## src/rtl/hsv_pkg.sv

```systemverilog
package hsv_pkg;
  localparam int NCH = 3;

  typedef enum logic [1:0] {
    VM_NONE = 2'd0,
    VM_PAIR = 2'd1,
    VM_TRIO = 2'd2
  } vote_mode_e;
endpackage

```

## src/rtl/hsv_chan.sv

```systemverilog
module hsv_chan #(
  parameter int W       = 16,
  parameter int TIMEOUT = 50000
) (
  input  logic         clk,
  input  logic         rst_n,
  input  logic         smp_vld,
  input  logic [W-1:0] smp,
  output logic [W-1:0] filt_o,
  output logic         primed_o,
  output logic         stale_o
);
  localparam int CW = $clog2(TIMEOUT + 1);
  localparam logic [CW-1:0] CLIM = CW'(TIMEOUT);

  // one smoothing step: three parts old, one part new, divided by four
  function automatic logic [W-1:0] iir_next(input logic [W-1:0] old_v,
                                            input logic [W-1:0] new_v);
    logic [W+1:0] acc;
    acc = ({2'b00, old_v} << 1) + {2'b00, old_v} + {2'b00, new_v};
    return acc[W+1:2];
  endfunction

  logic [W-1:0]  state_q;
  logic          primed_q;
  logic [CW-1:0] idle_q;

  always_ff @(posedge clk) begin
    if (!rst_n) begin
      state_q  <= '0;
      primed_q <= 1'b0;
    end else if (smp_vld) begin
      primed_q <= 1'b1;
      state_q  <= primed_q ? iir_next(state_q, smp) : smp;
    end
  end

  always_ff @(posedge clk) begin
    if (!rst_n)              idle_q <= '0;
    else if (smp_vld)        idle_q <= '0;
    else if (idle_q != CLIM) idle_q <= idle_q + 1'b1;
  end

  assign filt_o   = state_q;
  assign primed_o = primed_q;
  assign stale_o  = (idle_q == CLIM);
endmodule

```

## src/rtl/hsv_vote.sv

```systemverilog
module hsv_vote
  import hsv_pkg::*;
#(
  parameter int W = 16
) (
  input  logic [W-1:0] f0,
  input  logic [W-1:0] f1,
  input  logic [W-1:0] f2,
  input  logic [2:0]   alive,
  input  logic [W-1:0] tol,
  output vote_mode_e   mode,
  output logic [W-1:0] ref_val,
  output logic [2:0]   dis
);
  function automatic logic [W-1:0] med3(input logic [W-1:0] a,
                                        input logic [W-1:0] b,
                                        input logic [W-1:0] c);
    logic [W-1:0] lo, hi;
    lo = (a < b) ? a : b;
    hi = (a < b) ? b : a;
    if (c < lo)      return lo;
    else if (c > hi) return hi;
    else             return c;
  endfunction

  function automatic logic [W-1:0] avg2(input logic [W-1:0] a,
                                        input logic [W-1:0] b);
    logic [W:0] s;
    s = {1'b0, a} + {1'b0, b};
    return s[W:1];
  endfunction

  function automatic logic [W-1:0] absdiff(input logic [W-1:0] a,
                                           input logic [W-1:0] b);
    return (a > b) ? (a - b) : (b - a);
  endfunction

  always_comb begin
    mode    = VM_NONE;
    ref_val = '0;
    unique case (alive)
      3'b111: begin mode = VM_TRIO; ref_val = med3(f0, f1, f2); end
      3'b011: begin mode = VM_PAIR; ref_val = avg2(f0, f1); end
      3'b101: begin mode = VM_PAIR; ref_val = avg2(f0, f2); end
      3'b110: begin mode = VM_PAIR; ref_val = avg2(f1, f2); end
      default: begin mode = VM_NONE; ref_val = '0; end
    endcase
  end

  always_comb begin
    dis[0] = alive[0] && (absdiff(f0, ref_val) > tol);
    dis[1] = alive[1] && (absdiff(f1, ref_val) > tol);
    dis[2] = alive[2] && (absdiff(f2, ref_val) > tol);
  end
endmodule

```

## src/rtl/hall_speed_voter.sv

```systemverilog
module hall_speed_voter
  import hsv_pkg::*;
#(
  parameter int W       = 16,
  parameter int TIMEOUT = 50000
) (
  input  logic           clk,
  input  logic           rst_n,
  input  logic [2:0]     s_valid_i,
  input  logic [3*W-1:0] s_data_i,
  input  logic [W-1:0]   tol_i,
  output logic           v_valid_o,
  output logic [W-1:0]   v_data_o,
  output logic [2:0]     disagree_o,
  output logic [2:0]     stale_o
);
  logic [W-1:0]   filt [NCH];
  logic [3*W-1:0] filt_flat;
  logic [2:0]     primed, stale, alive, pend;
  logic           fire;
  vote_mode_e     mode;
  logic [W-1:0]   ref_val;
  logic [2:0]     dis;

  for (genvar g = 0; g < NCH; g++) begin : g_ch
    hsv_chan #(.W(W), .TIMEOUT(TIMEOUT)) chan_i (
      .clk     (clk),
      .rst_n   (rst_n),
      .smp_vld (s_valid_i[g]),
      .smp     (s_data_i[g*W +: W]),
      .filt_o  (filt[g]),
      .primed_o(primed[g]),
      .stale_o (stale[g])
    );
    assign filt_flat[g*W +: W] = filt[g];
  end

  assign alive   = primed & ~stale;
  assign stale_o = stale;

  hsv_vote #(.W(W)) vote_i (
    .f0     (filt[0]),
    .f1     (filt[1]),
    .f2     (filt[2]),
    .alive  (alive),
    .tol    (tol_i),
    .mode   (mode),
    .ref_val(ref_val),
    .dis    (dis)
  );

  // a result is due when every live channel has a fresh update
  assign fire = (mode != VM_NONE) && ((pend | ~alive) == 3'b111) && (|(pend & alive));

  always_ff @(posedge clk) begin
    if (!rst_n) pend <= '0;
    else        pend <= (fire ? 3'b000 : pend) | s_valid_i;
  end

  always_ff @(posedge clk) begin
    if (!rst_n) begin
      v_valid_o  <= 1'b0;
      v_data_o   <= '0;
      disagree_o <= '0;
    end else begin
      v_valid_o <= fire;
      if (fire) begin
        v_data_o   <= ref_val;
        disagree_o <= dis;
      end
    end
  end
endmodule

```

## config.mk

```make
export PLATFORM = sky130hd
export DESIGN_NAME = hall_speed_voter
export DESIGN_NICKNAME = d
export VERILOG_FILES = /design/src/rtl/hsv_pkg.sv /design/src/rtl/hsv_chan.sv /design/src/rtl/hsv_vote.sv /design/src/rtl/hall_speed_voter.sv
export SDC_FILE = /design/constraint.sdc
export NUM_CORES = 1
export LEC_CHECK = 0
export BUFFER_PORTS_ARGS = -buffer_cell sky130_fd_sc_hd__buf_2
export CORE_ASPECT_RATIO = 2
export CORE_MARGIN = 2
export CORE_UTILIZATION = 60
export DETAILED_ROUTE_END_ITERATION = 16
export PLACE_DENSITY = 0.77
export RECOVER_POWER = 50
export SETUP_SLACK_MARGIN = 0.05
export SLEW_MARGIN = 25
export SYNTH_ARGS = -nofsm -noshare
export SYNTH_HDL_FRONTEND = slang
export SYNTH_SLANG_ARGS = --single-unit
```

## constraint.sdc

```tcl
create_clock -name clk -period 10.05 [get_ports clk]
set_clock_uncertainty 0.2 [all_clocks]
set_input_delay 2.01 -clock clk [delete_from_list [all_inputs] [get_ports clk]]
set_output_delay 2.01 -clock clk [all_outputs]
set_load 0.05 [all_outputs]
```

== Word level (Yosys, flattened, before mapping) ==
Index checks and enable logic that the tools add are counted.

* Magnitude comparators: 9
* Add/sub/neg operators: 18
* Eq/ne operators: 11
* Reduce and logical (&&, ||, !) cells: 11
* Bitwise gates (word level): 7
* Muxes and demuxes: 13

{| class="wikitable"
|+ Operators by type and width
! operator !! count
|-
| $mux 16 || 10
|-
| $gt 16x16->1 || 7
|-
| $sub 16x16->16 || 6
|-
| $pmux 16 s4 || 1
|-
| $add 17x16->18 || 3
|-
| $add 18x16->18 || 3
|-
| $add 16x16->17 || 3
|-
| $add 16x1->16 const B || 3
|-
| $eq 16x16->1 const B || 3
|-
| $ne 16x16->1 const B || 3
|-
| $lt 16x16->1 || 2
|-
| $eq 3x3->1 const B || 4
|-
| $and 3x3->3 || 2
|-
| $not 3->3 || 2
|-
| $or 3x3->3 || 2
|-
| $reduce_or 2->1 || 3
|-
| $reduce_or 3->1 || 2
|-
| $logic_and 1x1->1 || 5
|-
| $pmux 2 s2 || 1
|-
| $eq 3x2->1 const B || 1
|-
| $mux 3 || 1
|-
| $reduce_bool 2->1 || 1
|-
| $not 1->1 || 1
|}

* Output and inout port bits: 23
* Bits of input ports: 69
* Flip-flop bits (word level): 122
* Word-level logic and storage cells: 82

== Depth between registers and ports, before layout ==
* Word-level depth: 11
* Gate-level depth with buffers: 46
* Depth with buffers taken out: 44

== Cells and area by module ==
A second synthesis with hierarchy kept.

* Cells, all modules: 2,316
* Area, all modules: 18,146.2 um2

{| class="wikitable"
|+ By module, submodules not included
! module !! sequential area each (um2) !! area an instance (um2) !! cells an instance !! times used
|-
| hsv_vote || 0.0 || 9,526.6 || 1,339 || 1
|-
| hsv_chan (g_ch[0].chan_i) || 660.6 || 2,606.2 || 302 || 1
|-
| hsv_chan (g_ch[2].chan_i) || 660.6 || 2,562.5 || 296 || 1
|-
| hsv_chan (g_ch[1].chan_i) || 660.6 || 2,478.6 || 273 || 1
|-
| hall_speed_voter || 460.4 || 972.2 || 106 || 1
|}

== Least setup slack after synthesis ==
OpenSTA, ideal clock, no wires.

* Path kind: reg2reg
* From: register g_ch[1].chan_i.state_q[1]
* To: register disagree_o[0]
* Required time: 9,716 ps
* Clock period less this slack: 9,098 ps
* Stages on the path, launching flop included: 42
* Slack: 952 ps
* Arrival time: 8,764 ps
* Library setup time: 134 ps
* Path buffers: 6
* Path through: dfxtp_1 -> inv_1 -> ha_1 -> a2111oi_2 -> o41a_1 -> a21oi_2 -> nor2_4 -> buf_4 -> buf_2 -> o21ai_0 -> inv_1 -> ha_1 -> a21o_1 -> a21o_1 -> a21oi_1 -> a2111o_1 -> o21ai_2 -> buf_2 -> (+6 left out) -> o211a_1 -> nor3_1 -> o21a_1 -> buf_2 -> buf_1 -> buf_1 -> mux2_2 -> ha_1 -> nor2b_1 -> o21a_1 -> o21a_1 -> o21a_1 -> o21a_1 -> o21a_1 -> o21ai_0 -> a211oi_1 -> o211ai_1 -> a21oi_1

* Word-level cells in the longest chain between the ends: 10
* Elaborated cells between the ends (all ways): 16
* Classes of those cells: add/sub (4); order compare (5); mux (6); reduce/logical (1)

{| class="wikitable"
|+ RTL lines
! what !! line !! text
|-
| start, declared || hsv_chan.sv:24 || <nowiki>logic [W-1:0] state_q;</nowiki>
|-
| start signal, assigned || hsv_chan.sv:34 || <nowiki>state_q <= primed_q ? iir_next(state_q, smp) : smp;</nowiki>
|-
| $lt 16x16->1 || hsv_vote.sv:19, hsv_vote.sv:20 ||
|-
| $mux 16 || hsv_vote.sv:20 || <nowiki>hi = (a < b) ? b : a;</nowiki>
|-
| $gt 16x16->1 || hsv_vote.sv:22 || <nowiki>else if (c > hi) return hi;</nowiki>
|-
| $mux 16 || hsv_vote.sv:22 ||
|-
| $mux 16 || hsv_vote.sv:21 || <nowiki>if (c < lo) return lo;</nowiki>
|-
| $pmux 16 s4 * || hsv_vote.sv:41 || <nowiki>unique case (alive)</nowiki>
|-
| net ref_val[1] || hall_speed_voter.sv:22 || <nowiki>logic [W-1:0] ref_val;</nowiki>
|-
| $sub 16x16->16 or $gt 16x16->1 (tied branches) || hsv_vote.sv:35 || <nowiki>return (a > b) ? (a - b) : (b - a);</nowiki>
|-
| $mux 16 * || hsv_vote.sv:35 ||
|-
| $gt 16x16->1 * || hsv_vote.sv:51 || <nowiki>dis[0] = alive[0] && (absdiff(f0, ref_val) > tol);</nowiki>
|-
| $logic_and 1x1->1 * || hsv_vote.sv:51 ||
|-
| end signal, assigned || hall_speed_voter.sv:69 || <nowiki>disagree_o <= dis;</nowiki>
|-
| end, declared || hall_speed_voter.sv:14 || <nowiki>output logic [2:0] disagree_o,</nowiki>
|}

Mark *: on every way through the listed nets, which the timed path passes. The rest lies on a longest branch.
A chain may end at the register's enable or synchronous reset.

== Worst setup path after layout ==
* From: register g_ch[1].chan_i.state_q[5]
* To: register disagree_o[0]

Same word-level chain as after synthesis.

==> reports/metrics.csv <==
stage,metric,value,unit
detailed_routing,via count,16500,
clock_network,Num CTS Buffers,17,
critical_path,CP endpoint kind,register,
pwr,Pwr per Cell Area,191,nW/um^2
placed_design,RD Place Congestion,1.04,
floorplanning,# rows,87,
layout,final instance area,18600,sq um
logic_synthesis,Post-Synthesis Cells,2130,
job,Max-Cap Viols,1,
detailed_routing,aggregate routed wire length,55600,um
clock_network,TritonCTS clock tree,yes,
detailed_routing,met1 WL,21800,um
layout,Final nets,2613,
logic_synthesis,"area leader, netlist",ha_1,
sta,Tmin final,9.68,ns
detailed_routing,vias per inst,6.38,
clock_network,latest clock arrival within the worst-skew pair,0.46,ns
logic_synthesis,distinct cell type count after synthesis,85,
detailed_routing,Routed WL per cell,21.5,um
global_routing,overflow left after global routing,0,
floorplanning,Die Y,242,um
clock_network,H-tree depth,4,
outcome,status,"finished, violations left",
detailed_routing,post-route ant nets,0,
clock_network,# hold bufs at CTS,0,
global_routing,vias in the first global route,15600,
pwr,Peak VDD IR,0.000213,V
sta,worst-margin pin slew,2.32,ns
clock_network,clock root cell,clkbuf_16,
pwr,Lkg Pwr,8.48,nW
clock_network,CTS sink cnt,122,
logic_synthesis,post-synth design cell area,16900,sq um
global_routing,global-route wire length before repair,85600,um
placed_design,cell area after placement,17900,sq um
layout,area delta synth->final,9.80,%
clock_network,clk buf depth,2,
clock_network,CTS clock-pin slew for the worst setup and hold paths,0.07,ns
layout,Util after Layout,66.5,%
sta,unrepaired setup endpoints after global routing,false,
sta,final setup violating endpoints,0,
logic_synthesis,warnings from Yosys,0,
detailed_routing,top layer in use,met5,
global_routing,GRT Overall Usage,37.6,%
sta,Slew Limit Headroom,-54.4,%
sta,max-slew violations,50,
outcome,failing checks,"max-capacitance violations, max-slew violations",
global_routing,initial antenna violation count,2,
worst_hold_path,min-delay worst type,reg -> reg,
logic_synthesis,Synth top area share,19.8,%
logic_synthesis,"top cells by area, synth","ha_1 (20%), dfxtp_1 (14%), fa_1 (6.6%)",
sta,hold_ws,0.267,ns
critical_path,Worst EP arrival,9.82,ns
logic_synthesis,Synth Register Bits,122,
floorplanning,Core ar.,28000,sq um
logic_synthesis,"FFs w/ async S/R, synth",0,%
critical_path,Crit-path slowest cell,or4_1,
critical_path,worst setup path class,reg -> reg,
critical_path,Worst Path Required,10.19,ns
sta,crit share post-route,96.3,%
logic_synthesis,Post-synth EDFFs,0,
placed_design,placed instance count,2549,
sta,setup TNS,0,ns
logic_synthesis,top_reg_cell synth,dfxtp_1,
floorplanning,Die X,123,um
layout,Non-Filler Instances,2590,
detailed_routing,DRT iter0 DRCs,1316,
critical_path,max incr delay on CP,0.57,ns
detailed_routing,met3 wire length,3520,um
detailed_routing,Post-route DRC,0,
sta,Hold Fails Final Rpt,0,
critical_path,CP Launch Type,register,
floorplanning,io pins,92,
layout,share of cells above drive strength 1,10.1,%
detailed_routing,Met2 Routed Length,25600,um
placed_design,Setup Slack @ Placement,0.324,ns
sta,Final WS setup,0.367,ns
logic_synthesis,Avg Inst Size Synth,7.95,sq um
placed_design,Post-DP HPWL,44400,um
critical_path,Crit Path Max Fanout,22,
sta,Max Fclk,103,MHz
logic_synthesis,"Seq/Total Area, Yosys",14.4,%
logic_synthesis,Syn Nets,2523,
floorplanning,die area,29700,sq um
global_routing,largest net degree at the start of global routing,50,
detailed_routing,First-pass DRT Iterations,5,
pwr,total power,3.55,mW
placed_design,PortBufs,91,
floorplanning,Initial Utilization,60.5,%
[critical path: cells and delay by family (launching register included)]
family                   cells  cell delay [ns]
multiplexers                 2             0.43
flip-flops                   1             0.34
AO/OA/AOI/OAI               16             3.64
adder cells (fa/ha/maj)      4             1.43
buffers and inverters        5             1.03
AND/OR/NAND/NOR             10             2.47
[area by class of cell]
class                   count  area (sq um)
diodes                      1          2.50
clock buffers              17           425
clock inverters            15           180
fillers                  2471          9380
inverters                 131           497
multi-input cells        1790         13700
flip-flops and latches    122          2440
well taps                 356           445
repair buffers            158           932
[cell usage in the layout, fill, tap and decap left out, drive strengths merged, types with 36 or more instances in the layout]
master and n:
clkbuf 36, a211oi 53, nand4 39, a21oi 186, a21o 67, mux2i 75, o21ai 161, ha 268
nand2 147, inv 137, xor2 63, dfxtp 122, buf 139, nand3 51, nor2 185, xnor2 65
fa 56
[Yosys cell counts, types with 32 or more instances]
library cell / n
nand3_1: 51
ha_1: 268
dfxtp_1: 122
nand2_1: 147
a211oi_1: 52
xnor2_1: 65
xor2_1: 63
nor2_1: 184
mux2i_1: 75
o21ai_0: 157
a21oi_1: 185
a21o_1: 67
fa_1: 56
clkbuf_1: 66
nand4_1: 38
inv_1: 128
o21a_1: 32
[cell families (layout without fill, tap and decap cells)]
logic type | Yosys count | in the layout | synth area share [%]
flip-flops | 122 | 122 | 14.4
other | 0 | 1 | 0
adder cells (fa/ha/maj) | 324 | 324 | 26.4
buffers and inverters | 218 | 321 | 5.03
XOR/XNOR | 128 | 128 | 6.62
AO/OA/AOI/OAI | 651 | 651 | 24.8
multiplexers | 90 | 90 | 5.43
AND/OR/NAND/NOR | 597 | 597 | 17.3
[repair_timing]
action	in CTS	in global routing
gates resized for setup	0	6
setup buffers	0	8
setup endpoints to repair	0	3
[power by group]
part	switching [mW]	total, mW	leakage (nW)	internal, mW
Combinational	1.34	2.35	7.20	1.00
Sequential	0.0536	0.564	0.999	0.510
Clock	0.287	0.641	0.289	0.354
Total	1.68	3.55	8.48	1.87
[path summary, 6_finish.rpt]
kind	start	end	slack, ns	cells after the start
setup / recovery	g_ch[1].chan_i.filt_o[5]	disagree_o[0]	0.37	37
setup reg to reg	g_ch[1].chan_i.filt_o[5]	disagree_o[0]	0.37	37
hold / removal	disagree_o[0]	disagree_o[0]	0.27	2
hold reg to reg	disagree_o[0]	disagree_o[0]	0.27	2
[flip-flops by register name, indices dropped and copies added (netlist names)]
name                  flops
g_ch.chan_i.primed_o      3
g_ch.chan_i.idle_q       48
v_valid_o                 1
disagree_o                3
g_ch.chan_i.filt_o       48
pend                      3
v_data_o                 16
[routing by layer]
layer | track usage [%] | up-vias
li1 | - | 7904
met1 | 44.4 | 7614
met2 | 59.8 | 733
met3 | 7.03 | 267
met4 | 27.1 | 2
met5 | 0 | -
No activity file was read; power rests on OpenSTA's default activity.
